**src/rtl/cse_pkg.sv**
```systemverilog
// Shared constants and types of the linked-list walker.
// Assumes load identifiers fit in one bit (key load, link load).
package cse_pkg;
    // Host register offsets.
    localparam int unsigned REG_KID  = 0;
    localparam int unsigned REG_HEAD = 1;
    localparam int unsigned REG_KEY  = 2;
    localparam int unsigned REG_KOFF = 3;
    localparam int unsigned REG_NOFF = 4;
    localparam int unsigned REG_GO   = 7;

    // Kernel selector value that picks the tail kernel; any other value searches.
    localparam int unsigned KID_TAIL = 1;

    typedef enum logic [0:0] {
        PC_KEY  = 1'b0,
        PC_NEXT = 1'b1
    } load_pc_e;

    typedef enum logic [2:0] {
        ST_IDLE,
        ST_PUSH_KEY,
        ST_PUSH_NEXT,
        ST_ISSUE,
        ST_WAIT,
        ST_EVAL
    } walk_state_e;
endpackage

```
**src/rtl/cse_regs.sv**
```systemverilog
// Host register file of the walker: kernel selector, head, key, field offsets, go.
// Assumes: writes are single-cycle strobes; every write is dropped while busy.
module cse_regs
    import cse_pkg::*;
#(
    parameter int AW  = 16,
    parameter int KW  = 4,
    parameter int RAW = 3
) (
    input  logic           clk,
    input  logic           rst_n,
    input  logic           cfg_we,
    input  logic [RAW-1:0] cfg_addr,
    input  logic [AW-1:0]  cfg_wdata,
    input  logic           busy,
    output logic [KW-1:0]  kid,
    output logic [AW-1:0]  root,
    output logic [AW-1:0]  key,
    output logic [AW-1:0]  key_off,
    output logic [AW-1:0]  next_off,
    output logic           start
);
    logic wr_ok;
    assign wr_ok = cfg_we && !busy;

    // Go pulse: only when idle and bit 0 is set.
    assign start = wr_ok && (cfg_addr == RAW'(REG_GO)) && cfg_wdata[0];

    // Capture configuration writes while idle.
    always_ff @(posedge clk) begin
        if (!rst_n) begin
            kid      <= '0;
            root     <= '0;
            key      <= '0;
            key_off  <= '0;
            next_off <= '0;
        end else if (wr_ok) begin
            if (cfg_addr == RAW'(REG_KID))  kid      <= cfg_wdata[KW-1:0];
            if (cfg_addr == RAW'(REG_HEAD)) root     <= cfg_wdata;
            if (cfg_addr == RAW'(REG_KEY))  key      <= cfg_wdata;
            if (cfg_addr == RAW'(REG_KOFF)) key_off  <= cfg_wdata;
            if (cfg_addr == RAW'(REG_NOFF)) next_off <= cfg_wdata;
        end
    end

    AST_BUSY_WRITE_IGNORED: assert property (@(posedge clk) disable iff (!rst_n)
        (busy && cfg_we) |=> ($stable(root) && $stable(key) && $stable(kid)
                              && $stable(key_off) && $stable(next_off)));
endmodule

```
**src/rtl/cse_ready_queue.sv**
```systemverilog
// Ready queue of pending loads; each entry is {load id, base, offset}.
// Assumes: DEPTH >= 2; flush wins over push and pop in the same cycle.
module cse_ready_queue #(
    parameter int W     = 33,
    parameter int DEPTH = 4
) (
    input  logic         clk,
    input  logic         rst_n,
    input  logic         push,
    input  logic [W-1:0] din,
    input  logic         pop,
    input  logic         flush,
    output logic [W-1:0] dout,
    output logic         empty,
    output logic         full
);
    localparam int PW = $clog2(DEPTH);

    logic [W-1:0]  slots [DEPTH];
    logic [PW-1:0] wr_ptr, rd_ptr;
    logic [PW:0]   count;
    logic          do_push, do_pop;

    assign empty   = (count == '0);
    assign full    = (count == (PW+1)'(DEPTH));
    assign dout    = slots[rd_ptr];
    assign do_push = push && !full;
    assign do_pop  = pop && !empty;

    // Pointer and occupancy bookkeeping.
    always_ff @(posedge clk) begin
        if (!rst_n || flush) begin
            wr_ptr <= '0;
            rd_ptr <= '0;
            count  <= '0;
        end else begin
            if (do_push) wr_ptr <= (wr_ptr == PW'(DEPTH-1)) ? '0 : wr_ptr + 1'b1;
            if (do_pop)  rd_ptr <= (rd_ptr == PW'(DEPTH-1)) ? '0 : rd_ptr + 1'b1;
            count <= count + (PW+1)'(do_push) - (PW+1)'(do_pop);
        end
    end

    // Entry storage; no reset needed, occupancy guards reads.
    always_ff @(posedge clk) begin
        if (do_push && !flush) slots[wr_ptr] <= din;
    end

    AST_NO_OVERFLOW: assert property (@(posedge clk) disable iff (!rst_n)
        push |-> !full);
    AST_NO_UNDERFLOW: assert property (@(posedge clk) disable iff (!rst_n)
        pop |-> !empty);
endmodule

```
**src/rtl/cse_result_buf.sv**
```systemverilog
// Result buffer: one word per load identifier, written on each load response.
// Assumes: NPC identifiers, read port combinational.
module cse_result_buf #(
    parameter int AW  = 16,
    parameter int NPC = 2
) (
    input  logic                   clk,
    input  logic                   rst_n,
    input  logic                   wr_en,
    input  logic [$clog2(NPC)-1:0] wr_pc,
    input  logic [AW-1:0]          wr_data,
    input  logic [$clog2(NPC)-1:0] rd_pc,
    output logic [AW-1:0]          rd_data
);
    localparam int PCW = $clog2(NPC);

    logic [AW-1:0] slot [NPC];

    for (genvar g = 0; g < NPC; g++) begin : g_slot
        // Store the returned word under its load identifier.
        always_ff @(posedge clk) begin
            if (!rst_n)                                slot[g] <= '0;
            else if (wr_en && (wr_pc == PCW'(g)))      slot[g] <= wr_data;
        end
    end

    assign rd_data = slot[rd_pc];
endmodule

```
**src/rtl/cse_walk_ctrl.sv**
```systemverilog
// Walk sequencer: queues loads per node, issues one at a time, evaluates the
// returned words and decides between continue, match and end of list.
// Assumes: memory answers each accepted request with exactly one response.
module cse_walk_ctrl
    import cse_pkg::*;
#(
    parameter int AW = 16,
    parameter int KW = 4
) (
    input  logic          clk,
    input  logic          rst_n,
    input  logic          start,
    input  logic [KW-1:0] kid,
    input  logic [AW-1:0] root,
    input  logic [AW-1:0] key,
    input  logic [AW-1:0] key_off,
    input  logic [AW-1:0] next_off,
    output logic          q_push,
    output logic [2*AW:0] q_din,
    output logic          q_pop,
    output logic          q_flush,
    input  logic [2*AW:0] q_dout,
    input  logic          q_empty,
    output logic          rb_we,
    output logic [0:0]    rb_pc,
    input  logic [AW-1:0] rb_rd,
    output logic          mem_req_valid,
    input  logic          mem_req_ready,
    output logic [AW-1:0] mem_req_addr,
    output logic          mem_req_tag,
    input  logic          mem_rsp_valid,
    output logic          busy,
    output logic          done,
    output logic          found,
    output logic [AW-1:0] result_ptr
);
    walk_state_e   state;
    logic [AW-1:0] cur;
    load_pc_e      infl;
    logic          tail_mode;
    logic          key_hit;
    load_pc_e      head_pc;
    logic [AW-1:0] head_base, head_off;

    assign tail_mode = (kid == KW'(KID_TAIL));
    assign head_pc   = load_pc_e'(q_dout[2*AW]);
    assign head_base = q_dout[2*AW-1:AW];
    assign head_off  = q_dout[AW-1:0];
    assign key_hit   = !tail_mode && (infl == PC_KEY) && (rb_rd == key);

    // Address generation and request channel.
    assign mem_req_valid = (state == ST_ISSUE) && !q_empty;
    assign mem_req_addr  = head_base + head_off;
    assign mem_req_tag   = head_pc;
    assign q_pop         = mem_req_valid && mem_req_ready;
    assign rb_pc         = infl;
    assign busy          = (state != ST_IDLE);

    // Queue pushes, result capture and flush on match.
    always_comb begin
        q_push  = 1'b0;
        q_din   = {PC_KEY, cur, key_off};
        q_flush = 1'b0;
        rb_we   = 1'b0;
        case (state)
            ST_PUSH_KEY:  q_push = 1'b1;
            ST_PUSH_NEXT: begin
                q_push = 1'b1;
                q_din  = {PC_NEXT, cur, next_off};
            end
            ST_WAIT:      rb_we   = mem_rsp_valid;
            ST_EVAL:      q_flush = key_hit;
            default:      ;
        endcase
    end

    // Walk state machine and result registers.
    always_ff @(posedge clk) begin
        if (!rst_n) begin
            state      <= ST_IDLE;
            cur        <= '0;
            infl       <= PC_KEY;
            done       <= 1'b0;
            found      <= 1'b0;
            result_ptr <= '0;
        end else begin
            case (state)
                ST_IDLE: if (start) begin
                    found      <= 1'b0;
                    result_ptr <= '0;
                    if (root == '0) begin
                        done <= 1'b1;
                    end else begin
                        done  <= 1'b0;
                        cur   <= root;
                        state <= tail_mode ? ST_PUSH_NEXT : ST_PUSH_KEY;
                    end
                end
                ST_PUSH_KEY:  state <= ST_PUSH_NEXT;
                ST_PUSH_NEXT: state <= ST_ISSUE;
                ST_ISSUE: if (q_pop) begin
                    infl  <= head_pc;
                    state <= ST_WAIT;
                end
                ST_WAIT: if (mem_rsp_valid) state <= ST_EVAL;
                ST_EVAL: begin
                    if (infl == PC_KEY) begin
                        if (key_hit) begin
                            done       <= 1'b1;
                            found      <= 1'b1;
                            result_ptr <= cur;
                            state      <= ST_IDLE;
                        end else begin
                            state <= ST_ISSUE;
                        end
                    end else if (rb_rd == '0) begin
                        done       <= 1'b1;
                        found      <= tail_mode;
                        result_ptr <= tail_mode ? cur : '0;
                        state      <= ST_IDLE;
                    end else begin
                        cur   <= rb_rd;
                        state <= tail_mode ? ST_PUSH_NEXT : ST_PUSH_KEY;
                    end
                end
                default: state <= ST_IDLE;
            endcase
        end
    end

    AST_REQ_HOLD: assert property (@(posedge clk) disable iff (!rst_n)
        (mem_req_valid && !mem_req_ready) |=>
            (mem_req_valid && $stable(mem_req_addr) && $stable(mem_req_tag)));
    AST_RSP_ONLY_OUTSTANDING: assert property (@(posedge clk) disable iff (!rst_n)
        mem_rsp_valid |-> (state == ST_WAIT));
    AST_MISS_NULL_PTR: assert property (@(posedge clk) disable iff (!rst_n)
        (done && !found) |-> (result_ptr == '0));
    AST_MATCH_HAS_KEY: assert property (@(posedge clk) disable iff (!rst_n)
        ($rose(done) && found && !tail_mode) |-> (rb_rd == key));
    AST_RESULT_HOLD: assert property (@(posedge clk) disable iff (!rst_n)
        (!busy && !start) |=> ($stable(done) && $stable(found) && $stable(result_ptr)));
endmodule

```
**src/rtl/chain_seek_engine.sv**
```systemverilog
// Top of the linked-list walker: host registers, ready queue, result buffer
// and walk sequencer. Assumes one outstanding load on the memory port.
module chain_seek_engine
    import cse_pkg::*;
#(
    parameter int AW     = 16,
    parameter int KW     = 4,
    parameter int RAW    = 3,
    parameter int QDEPTH = 4
) (
    input  logic           clk,
    input  logic           rst_n,
    input  logic           cfg_we,
    input  logic [RAW-1:0] cfg_addr,
    input  logic [AW-1:0]  cfg_wdata,
    output logic           mem_req_valid,
    input  logic           mem_req_ready,
    output logic [AW-1:0]  mem_req_addr,
    output logic           mem_req_tag,
    input  logic           mem_rsp_valid,
    input  logic [AW-1:0]  mem_rsp_data,
    output logic           busy,
    output logic           done,
    output logic           found,
    output logic [AW-1:0]  result_ptr
);
    localparam int QW = 2 * AW + 1;

    logic [KW-1:0] kid;
    logic [AW-1:0] root, key, key_off, next_off, rb_rd;
    logic          start, q_push, q_pop, q_flush, q_empty, q_full, rb_we;
    logic [QW-1:0] q_din, q_dout;
    logic [0:0]    rb_pc;

    cse_regs #(.AW(AW), .KW(KW), .RAW(RAW)) u_regs (
        .clk(clk), .rst_n(rst_n), .cfg_we(cfg_we), .cfg_addr(cfg_addr),
        .cfg_wdata(cfg_wdata), .busy(busy), .kid(kid), .root(root), .key(key),
        .key_off(key_off), .next_off(next_off), .start(start)
    );

    cse_ready_queue #(.W(QW), .DEPTH(QDEPTH)) u_queue (
        .clk(clk), .rst_n(rst_n), .push(q_push), .din(q_din), .pop(q_pop),
        .flush(q_flush), .dout(q_dout), .empty(q_empty), .full(q_full)
    );

    cse_result_buf #(.AW(AW), .NPC(2)) u_rbuf (
        .clk(clk), .rst_n(rst_n), .wr_en(rb_we), .wr_pc(rb_pc),
        .wr_data(mem_rsp_data), .rd_pc(rb_pc), .rd_data(rb_rd)
    );

    cse_walk_ctrl #(.AW(AW), .KW(KW)) u_ctrl (
        .clk(clk), .rst_n(rst_n), .start(start), .kid(kid), .root(root),
        .key(key), .key_off(key_off), .next_off(next_off),
        .q_push(q_push), .q_din(q_din), .q_pop(q_pop), .q_flush(q_flush),
        .q_dout(q_dout), .q_empty(q_empty), .rb_we(rb_we), .rb_pc(rb_pc),
        .rb_rd(rb_rd), .mem_req_valid(mem_req_valid), .mem_req_ready(mem_req_ready),
        .mem_req_addr(mem_req_addr), .mem_req_tag(mem_req_tag),
        .mem_rsp_valid(mem_rsp_valid), .busy(busy), .done(done), .found(found),
        .result_ptr(result_ptr)
    );

    AST_QUEUE_NEVER_FULL_ON_PUSH: assert property (@(posedge clk) disable iff (!rst_n)
        q_push |-> !q_full);
endmodule

```
**config.mk**
```make
export PLATFORM = sky130hd
export DESIGN_NAME = chain_seek_engine
export DESIGN_NICKNAME = d
export VERILOG_FILES = /design/src/rtl/cse_pkg.sv /design/src/rtl/cse_regs.sv /design/src/rtl/cse_ready_queue.sv /design/src/rtl/cse_result_buf.sv /design/src/rtl/cse_walk_ctrl.sv /design/src/rtl/chain_seek_engine.sv
export SDC_FILE = /design/constraint.sdc
export NUM_CORES = 1
export LEC_CHECK = 0
export ABC_CLOCK_PERIOD_IN_PS = 3750
export BUFFER_PORTS_ARGS = -buffer_cell sky130_fd_sc_hd__buf_4
export CAP_MARGIN = 20
export CORE_ASPECT_RATIO = 0.9
export CORE_MARGIN = 2
export CORE_UTILIZATION = 55
export DETAILED_ROUTE_END_ITERATION = 7
export MAX_ROUTING_LAYER = met4
export PLACE_DENSITY = 0.73
export SLEW_MARGIN = 5
export SYNTH_ARGS = -nofsm -noshare
export SYNTH_HDL_FRONTEND = slang
export SYNTH_HIERARCHICAL = 1
export SYNTH_SLANG_ARGS = --single-unit
```
**constraint.sdc**
```tcl
create_clock -name clk -period 3.75 [get_ports clk]
set_input_delay 0.375 -clock clk [delete_from_list [all_inputs] [get_ports clk]]
set_output_delay 0.375 -clock clk [all_outputs]
set_load 0.1 [all_outputs]
```
==> reports/qor.csv, run 1 <==
metric,value,unit
Pint,0.005064,W
Layout area overhead,18.59,%
Sw Share,21.08,%
Die Wd,161.8,µm
Initial Utilization,56.47,%
clk slew on worst S/H paths,0.06,ns
arrival time at the worst endpoint,3.54,ns
fin crit period,3.913,ns
PD cells,439.1,mW/mm²
R2R Setup Slk,0.74,ns
antenna diode count,0,
failing checks,negative setup slack,
RSZ-0062 raised after global routing,yes,
WL/cell,20.19,µm
status,"complete, but fails checks",
Slew @ Worst Pin,0.7373,ns
post-synth top area cell,edfxtp_1,
Critical Path Max Stage Delay,0.54,ns
port bufs,76,
cell area after synthesis,0.01232,mm²
Worst Setup End Kind,output port,
CTS tree,yes,
Critical-path top delay cell,mux4_2,
worst vdd ir,344.5,µV
async set or reset register ratio after synthesis,0,%
Synth Flop Type,edfxtp_1,
Worst Hold Class,in -> reg,
"Seq/Total Area, Yosys",58.65,%
Hold Path End,u_rbuf/slot[0][9]$_SDFFCE_PN0P_,
endpoints failing setup,2,
first-pass GRT wire length,41950,µm
drt drc,0,
die height,146.0,µm
total die area,0.02362,mm²
RR Startpoint,u_ctrl/rb_pc$_SDFFE_PN0P_,
Ys Warns,6,
hold depth,3,
Tot GR Track Use,23.55,%
Total Power,0.006417,W
most common cell in the netlist,nand2_1,
hold violation total from the final report,0,
post-synth top area share,39.96,%
Vias/cell,5.630,
crit share post-route,104.4,%
I/O pin cnt,77,
First DRT Iteration DRCs,692,
synth cell count leaders,"nand2_1, edfxtp_1, dfxtp_1",
"flops & latches, synth",279,
Static Leak,5.535,nW
Core Area,0.02182,mm²
HP Start,mem_rsp_data[9],
count of cell types in the netlist,65,
CTS root buffer,clkbuf_16,
startpoint types,register,
max-cap violations,0,
layout cell share with drive strength beyond 1,26.76,%
Clock Tree Buf Depth,3,
gr ovfl total,0,
clk_skew,0.007898,ns
H-tree Lvls,1,
largest net degree at the start of global routing,45,
WL final,27380,µm
sink count of the clock tree,279,
worst-path cell chain,buf_12 -> buf_12 -> mux4_2 -> ha_1 -> a21oi_1 -> o21ai_1 -> a21oi_2 -> o311ai_4 -> a21oi_2 -> xnor2_2 -> buf_6,
number of global-route vias before repair,7414,
clock network power share,44.4,%
Reg power frac,51.1,%
Final GP Congestion,0.8883,
initial antenna violation count,0,
total number of vias,7634,
Pre-antenna DRT Iters,5,
worst-case reg-to-reg path depth,11,
final core utilization,66.96,%
Mapped Avg Cell Area,13.07,µm²
Gate power share,4.5,%
final hold slack,0.1602,ns
synth top area cells,"edfxtp_1, dfxtp_1, mux2i_1",
DPL Wire Length,18090,µm
Antenna Violating Nets Remaining,0,
Fmax,255.5,MHz
CTS buffer count,28,
Crit path required time,3.38,ns
number of flops mapped to enable cells by yosys,164,
clk_lat worst skew,0.54,ns
Syn Nets,1007,
PnR worst setup slack,-0.1635,ns
CP Class,reg -> out,
Final Max Tran Viols,0,
critical path peak fanout,8,
Syn Inst Count,943,
slew margin rel.,50.73,%
nets,1107,
net switching power figure,0.001353,W
FP Rows,51,
-- metrics by stage --
stage,TNS [ns],setup slack (ns),instances,area [µm²]
2_1_floorplan,-0.3753,-0.3726,943,12390
3_3_place_gp,0,0.2653,1289,13180
3_5_place_dp,0,0.1935,1289,13180
4_1_cts,-0.6741,-0.1574,1345,14310
5_1_grt,-0.8422,-0.2977,1356,14610
6_report,-0.2101,-0.1635,1356,14610
-- repair_timing --
item                                    in CTS  in global routing
buffers inserted                             4                 10
pin swaps                                    9                 14
resized for setup                           28                 34
hold buffers                                 0                  0
cloned                                       0                  1
endpoints found under the setup margin      10                 10
-- power by group through the flow --
| stage | clock network [W] | registers, W | logic (W) |
|---|---|---|---|
| global placement | 0 | 0.00334 | 0.000272 |
| floorplan | 0 | 0.00334 | 0.000192 |
| finish | 0.00285 | 0.00328 | 0.000291 |
| CTS | 0.00289 | 0.00328 | 0.000282 |
| detailed placement | 0 | 0.00335 | 0.000275 |
| global route | 0.00300 | 0.00328 | 0.000310 |
-- worst max-delay path, delay by kind of cell (launching register included) --
| kind | cells | cell delay, ns |
|---|---|---|
| AO/OA/AOI/OAI | 5 | 1.01 |
| multiplexers | 1 | 0.54 |
| buffers and inverters | 3 | 0.51 |
| flip-flops | 1 | 0.46 |
| adder cells (fa/ha/maj) | 1 | 0.33 |
| XOR/XNOR | 1 | 0.13 |
-- state kept, by name, indices dropped and copies added, names as in the netlist, named ones only --
name and count:
u_ctrl/rb_pc 1, u_ctrl/found 1, u_ctrl/state 3, u_queue/rd_ptr 2, u_regs/next_off 16, u_regs/kid 4
u_regs/root 16, u_regs/key_off 16, u_rbuf/slot 32, u_ctrl/result_ptr 16, u_queue/wr_ptr 2, u_ctrl/cur 16
u_regs/key 16, u_queue/count 3, u_queue/slots 132, u_ctrl/done 1
-- kinds of logic (layout without fill, tap and decap cells) --
logic type,after synthesis,count (layout),share of synthesized area (%)
buffers and inverters,73,195,4.183
muxes,154,154,16.58
xor gates and xnor gates,31,31,2.203
DFF,279,279,58.65
adders and majority gates,24,24,2.559
AOI/OAI and AO/OA,63,63,3.757
and+or+nand+nor,319,319,12.07
-- worst max path at each step --
stage / startpoint / to / depth (start not counted)
2_1_floorplan: register / mem_req_addr[6] / 10
3_3_place_gp: register / mem_req_addr[13] / 10
3_5_place_dp: register / mem_req_addr[13] / 10
4_1_cts: register / mem_req_addr[14] / 12
5_1_grt: register / mem_req_addr[14] / 11
6_report: register / mem_req_addr[14] / 11
-- placed cells by master, fill, tap and decap left out, types with 6 or more instances in the layout --
master,count
a21oi_1,11
a311oi_1,16
buf_4,110
buf_6,8
clkbuf_16,34
clkbuf_8,6
clkinv_2,8
dfxtp_1,113
edfxtp_1,164
ha_1,12
ha_4,9
inv_1,16
mux2_1,9
mux2_2,13
mux2_4,10
mux2i_1,89
mux4_2,32
nand2_1,171
nand3_1,27
nor2_1,61
nor3_1,7
nor4_1,9
xnor2_1,21
-- metal layers --
layer | wire (µm) | up-vias | GRT usage (%)
met5 | 0 | - | -
met3 | 1637 | 36 | 3.534
met2 | 12880 | 259 | 35.91
met1 | 12260 | 3721 | 33.59
li1 | - | 3618 | -
met4 | 599 | 0 | 5.664
-- area by class of cell --
type                            instances  area (µm²)
Clock inverter                         11       63.81
Clock buffer                           41       917.1
Tap cell                              291       364.1
Inverter                               17       63.81
Fill cell                            1546        7209
Sequential cell                       279        7232
Timing Repair Buffer                  126        1071
Multi-Input combinational cell        591        4902
No activity file was read; power rests on OpenSTA's default activity.
==> run 2: changes to the inputs <==
--- a/config.mk
+++ b/config.mk
@@ -8,12 +8,15 @@
 export ABC_CLOCK_PERIOD_IN_PS = 3750
 export BUFFER_PORTS_ARGS = -buffer_cell sky130_fd_sc_hd__buf_4
 export CAP_MARGIN = 20
+export CELL_PAD_IN_SITES_DETAIL_PLACEMENT = 0
+export CELL_PAD_IN_SITES_GLOBAL_PLACEMENT = 2
 export CORE_ASPECT_RATIO = 0.9
 export CORE_MARGIN = 2
-export CORE_UTILIZATION = 55
+export CORE_UTILIZATION = 43
 export DETAILED_ROUTE_END_ITERATION = 7
 export MAX_ROUTING_LAYER = met4
-export PLACE_DENSITY = 0.73
+export PLACE_DENSITY_LB_ADDON = 0.1
+export SKIP_LAST_GASP = 1
 export SLEW_MARGIN = 5
 export SYNTH_ARGS = -nofsm -noshare
 export SYNTH_HDL_FRONTEND = slang
==> reports/qor.csv, run 2 (synthesized netlist as in run 1, its figures left out) <==
metric,value,unit,change
antenna diode count,0,,unchanged
WL/cell,20.17,µm,about the same
Clock Tree Buf Depth,3,,unchanged
slew margin rel.,51.30,%,+0.58 points
Non-Filler Instances,1438,,+6.0%
FP Rows,58,,+14%
nets,1118,,+0.99%
hold violation total from the final report,0,,unchanged
crit share post-route,101.9,%,-2.5 points
final setup TNS,-0.2509,ns,-0.04074 ns
total number of vias,7572,,-0.81%
Fmax,261.8,MHz,+2.5%
WL final,29000,µm,+5.9%
H-tree Lvls,1,,unchanged
max FFs per register,132,,unchanged
Core Area,0.02808,mm²,+29%
port bufs,76,,unchanged
R2R Setup Slk,0.76,ns,+0.02 ns
total die area,0.03003,mm²,+27%
PnR worst setup slack,-0.06976,ns,+0.09369 ns
clk slew on worst S/H paths,0.06,ns,about the same
RSZ-0062 raised after global routing,yes,,
Hold Path End,u_rbuf/slot[1][15]$_SDFFCE_PN0P_,,
clk_lat worst skew,0.56,ns,+0.02 ns
Die Wd,182.4,µm,+13%
initial antenna violation count,0,,unchanged
CP Class,reg -> out,,
# hold bufs at CTS,0,,unchanged
I/O pin cnt,77,,unchanged
first-pass GRT wire length,44810,µm,+6.8%
Crit path required time,3.38,ns,about the same
max-cap violations,0,,unchanged
dpl cells,1354,,+5.0%
number of global-route vias before repair,7563,,+2.0%
drt drc,0,,unchanged
final core utilization,52.54,%,-14 points
r2r endpoint,u_queue/slots[3][17]$_DFFE_PP_,,
Worst Setup End Kind,output port,,
startpoint types,register,,
Static Leak,5.577,nW,+0.77%
failing checks,negative setup slack,,
final hold slack,0.1409,ns,-0.01938 ns
RR Startpoint,u_ctrl/rb_pc$_SDFFE_PN0P_,,
layout cell share with drive strength beyond 1,26.25,%,-0.51 points
DPL Wire Length,19420,µm,+7.4%
Antenna Violating Nets Remaining,0,,unchanged
Final GP Congestion,0.8800,,-0.93%
arrival time at the worst endpoint,3.44,ns,-0.10 ns
CTS tree,yes,,
PD cells,440.1,mW/mm²,+0.22%
endpoints failing setup,7,,+5
CTS buffer count,30,,+7.1%
worst-case reg-to-reg path depth,10,,-1
Final Max Tran Viols,0,,unchanged
Place WS,0.2012,ns,+0.007690 ns
largest net degree at the start of global routing,91,,+100%
Vias/cell,5.266,,-6.5%
Worst Hold Class,in -> reg,,
CTS root buffer,clkbuf_16,,
First DRT Iteration DRCs,397,,-43%
clk_skew,0.02776,ns,+0.01986 ns
fin crit period,3.820,ns,-0.09369 ns
critical path peak fanout,6,,-2
sink count of the clock tree,279,,unchanged
most frequent cells in the layout,"nand2_1, edfxtp_1, buf_4, dfxtp_1, mux2i_1",,
gr ovfl total,0,,unchanged
"most common cell after layout, fill and taps aside",nand2_1,,
worst vdd ir,345.6,µV,+0.34%
die height,164.6,µm,+13%
Tot GR Track Use,20.22,%,-3.3 points
Largest Register,u_queue/slots,,
Pre-antenna DRT Iters,5,,unchanged
status,"complete, but fails checks",,
Initial Utilization,43.88,%,-13 points
largest registers,"u_queue/slots x132, u_rbuf/slot x32",,
Slew @ Worst Pin,0.7287,ns,-0.008617 ns
HP Start,mem_rsp_data[15],,
hold depth,3,,unchanged
Layout area overhead,19.73,%,
[run 2: changes by cell type in the layout (fill, tap and decap cells not counted), sizes merged]
cell      before  now
buf          125  135
clkbuf        42   40
clkinvlp       0    2
bufinv         0    3
clkinv        10   11
inv           18   17
[run 2: cell type report]
class                           count  area, µm²
Clock buffer                       40      808.3
Clock inverter                     16      175.2
Fill cell                        2463      13330
Inverter                           17      63.81
Multi-Input combinational cell    591       4842
Sequential cell                   279       7232
Tap cell                          360      450.4
Timing Repair Buffer              135       1182
[run 2: worst max-delay path by stage]
stage | from | cells after the start | endpoint | slack (ns)
2_1_floorplan | register | 10 | mem_req_addr[6] | -0.37
3_3_place_gp | register | 11 | mem_req_addr[12] | 0.23
3_5_place_dp | register | 11 | mem_req_addr[12] | 0.20
4_1_cts | register | 13 | mem_req_addr[14] | -0.17
5_1_grt | register | 11 | mem_req_addr[14] | -0.22
6_report | register | 13 | mem_req_addr[14] | -0.07
[run 2: worst max-delay path: stages, from the launching register on]
cell and delay, ns:
dfxtp_4 0.39, buf_12 0.13, mux4_2 0.53, ha_4 0.19, inv_2 0.05, fa_2 0.22
nor2b_4 0.05, o31a_1 0.26, o311ai_1 0.23, buf_4 0.20, o311ai_4 0.09, a21oi_2 0.19
xnor2_2 0.13, buf_6 0.24
[run 2: metrics by stage]
stage          cell area [µm²]  power, W
3_3_place_gp             13250  0.003629
3_5_place_dp             13250  0.003630
4_1_cts                  14560  0.006573
5_1_grt                  14750  0.006723
6_report                 14750  0.006493
2_1_floorplan            12390  0.003530
[run 2: report_power, final]
group,internal (W),switching (W),leakage [nW]
combinational,0.000113,0.000183,2.60
sequential,0.00326,0.0000230,2.50
clock,0.00172,0.00119,0.476
[run 2: repair_timing]
| item | CTS | global route |
|---|---|---|
| endpoints found under the setup margin | 10 | 10 |
| endpoints found under the hold margin | 0 | 0 |
| buffers inserted | 16 | 12 |
| pin swaps | 14 | 16 |
| cloned | 1 | 0 |
| gates resized for setup | 35 | 27 |
[run 2: layer usage]
layer | part of all wire [%] | up-vias | GRT usage, %
li1 | - | 3653 | -
met1 | 48 | 3702 | 28.13
met2 | 46 | 171 | 31.28
met3 | 4.3 | 46 | 3.219
met4 | 2.2 | 0 | 5.132
met5 | 0 | - | -
==> run 3: changes to the inputs <==
--- a/config.mk
+++ b/config.mk
@@ -5,7 +5,7 @@
 export SDC_FILE = /design/constraint.sdc
 export NUM_CORES = 1
 export LEC_CHECK = 0
-export ABC_CLOCK_PERIOD_IN_PS = 3750
+export ABC_CLOCK_PERIOD_IN_PS = 4300
 export BUFFER_PORTS_ARGS = -buffer_cell sky130_fd_sc_hd__buf_4
 export CAP_MARGIN = 20
 export CELL_PAD_IN_SITES_DETAIL_PLACEMENT = 0
==> constraint.sdc (replaced) <==
create_clock -name clk -period 4.3 [get_ports clk]
set_input_delay 0.43 -clock clk [delete_from_list [all_inputs] [get_ports clk]]
set_output_delay 0.43 -clock clk [all_outputs]
set_load 0.1 [all_outputs]
==> reports/qor.csv, run 3 (synthesized netlist as in run 1, its figures left out) <==
metric,value,unit,change
Tot GR Track Use,19.50,%,-0.72 points
final hold slack,0.2083,ns,+0.06744 ns
layout cell share with drive strength beyond 1,20.69,%,-5.6 points
port bufs,76,,unchanged
Non-Filler Instances,1399,,-2.7%
area of the multi-input gates,0.004642,mm²,-4.1%
Crit path required time,3.87,ns,+0.49 ns
Total Power,0.005577,W,-14%
critical path peak fanout,15,,+9
I/O pin cnt,77,,unchanged
net switching power figure,0.001180,W,-16%
Place WS,0.4287,ns,+0.2275 ns
die height,164.6,µm,unchanged
slew margin rel.,26.49,%,-25 points
H-tree Lvls,1,,unchanged
drt drc,0,,unchanged
Worst Hold Class,in -> reg,,
total die area,0.03003,mm²,unchanged
first-pass GRT wire length,43080,µm,-3.8%
Global Route met2 Usage,30.38,%,-0.90 points
Clock Tree Buf Depth,3,,unchanged
crit share post-route,95.46,%,
Sw Share,21.17,%,-0.39 points
Antenna Violating Nets Remaining,0,,unchanged
met3 Resource Use GR,2.183,%,-1.0 points
R2R Setup Slk,0.67,ns,-0.09 ns
startpoint types,register,,
setup bufs post-CTS,0,,-16
Die Wd,182.4,µm,unchanged
largest registers,"u_queue/slots x132, u_rbuf/slot x32",,
status,finished clean,,
CP Class,reg -> out,,
RSZ-0062 raised after global routing,no,,
CTS buffer count,29,,-3.3%
clk_lat worst skew,0.54,ns,-0.02 ns
Slew @ Worst Pin,1.099,ns,+0.3706 ns
Largest Register,u_queue/slots,,
Gate power share,4.3,%,-0.3 points
"most common cell after layout, fill and taps aside",nand2_1,,
First DRT Iteration DRCs,433,,+9.1%
FP Rows,58,,unchanged
Reg area,0.007231,mm²,about the same
Reg power frac,51.3,%,+0.8 points
fill count,2474,,+0.45%
hold violation total from the final report,0,,unchanged
max-cap violations,0,,unchanged
worst-case reg-to-reg path depth,10,,unchanged
fin crit period,4.105,ns,
Pre-antenna DRT Iters,5,,unchanged
Final GP Congestion,0.8082,,-8.2%
Worst Setup End Kind,output port,,
dpl cells,1345,,-0.66%
met1 Use GR,28.12,%,about the same
clk_skew,0.01110,ns,-0.01666 ns
Core Area,0.02808,mm²,unchanged
CTS root buffer,clkbuf_16,,
sink count of the clock tree,279,,unchanged
Layout area overhead,14.36,%,
max FFs per register,132,,unchanged
Initial Utilization,43.88,%,unchanged
PnR worst setup slack,0.1953,ns,+0.2650 ns
WL final,28180,µm,-2.8%
WL/cell,20.14,µm,-0.14%
total number of vias,7383,,-2.5%
DPL Wire Length,19260,µm,-0.83%
Static Leak,5.280,nW,-5.3%
gr ovfl total,0,,unchanged
worst vdd ir,309.2,µV,-11%
final setup TNS,0,ns,+0.2509 ns
number of global-route vias before repair,7171,,-5.2%
hold depth,3,,unchanged
# hold bufs at CTS,0,,unchanged
endpoints failing setup,0,,-7
most frequent cells in the layout,"nand2_1, edfxtp_1, dfxtp_1, buf_4, mux2i_1",,
arrival time at the worst endpoint,3.67,ns,+0.23 ns
Pint,0.004397,W,-14%
clock network power share,44.4,%,-0.5 points
CTS tree,yes,,
Vias/cell,5.277,,+0.22%
antenna diode count,0,,unchanged
GRT Max-Usage Layer,met2,,
initial antenna violation count,0,,unchanged
clk slew on worst S/H paths,0.06,ns,about the same
nets,1081,,-3.3%
PD cells,395.7,mW/mm²,-10%
largest net degree at the start of global routing,87,,-4.4%
Fmax,243.6,MHz,
Final Max Tran Viols,0,,unchanged
-- run 3: stage by stage --
step                      utilization, %  instance area [µm²]
after floorplan                        -                12330
after global placement             46.69                13110
after detailed placement           46.69                13110
after CTS                          50.06                14060
after global routing               50.18                14090
final                              50.18                14090
-- run 3: final cells by class --
cell class	instances	share of cell area, %
Clock buffer	34	5.283
Timing Repair Buffer	99	5.443
Tap cell	360	3.196
Clock inverter	19	1.376
Multi-Input combinational cell	591	32.94
Inverter	17	0.4528
Sequential cell	279	51.31
-- run 3: timing repair --
action,4_1_cts,5_1_grt
endpoints found under the setup margin,6,4
gates resized for setup,2,3
endpoints found under the hold margin,0,0
-- run 3: critical path, cell delays in order, from the launching register on --
cell	delay [ns]
dfxtp_4	0.51
buf_4	0.26
mux4_1	0.56
ha_1	0.38
and3_1	0.25
and3_1	0.19
a221oi_1	0.25
o31ai_1	0.12
a21oi_1	0.18
xnor2_1	0.18
buf_6	0.26
-- run 3: final timing paths --
path,startpoint,to
setup / recovery,register,mem_req_addr[15]
hold / removal,mem_rsp_data[12],u_rbuf/slot[0][12]$_SDFFCE_PN0P_
setup reg to reg,u_ctrl/rb_pc$_SDFFE_PN0P_,u_queue/slots[1][13]$_DFFE_PP_
hold reg to reg,u_regs/key_off[8]$_SDFFE_PN0P_,u_regs/key_off[8]$_SDFFE_PN0P_
-- run 3: per-layer routing --
layer,wire length (µm),vias to the layer above
li1,-,3586
met1,13900,3622
met2,12950,143
met3,930,32
met4,393,0
met5,0,-
-- run 3: power by group through the flow --
| stage | Sequential [W] | Combinational (W) | Clock (W) |
|---|---|---|---|
| floorplan | 0.00291 | 0.000165 | 0 |
| global placement | 0.00292 | 0.000240 | 0 |
| detailed placement | 0.00292 | 0.000240 | 0 |
| CTS | 0.00286 | 0.000242 | 0.00254 |
| global route | 0.00286 | 0.000259 | 0.00265 |
| finish | 0.00286 | 0.000239 | 0.00248 |
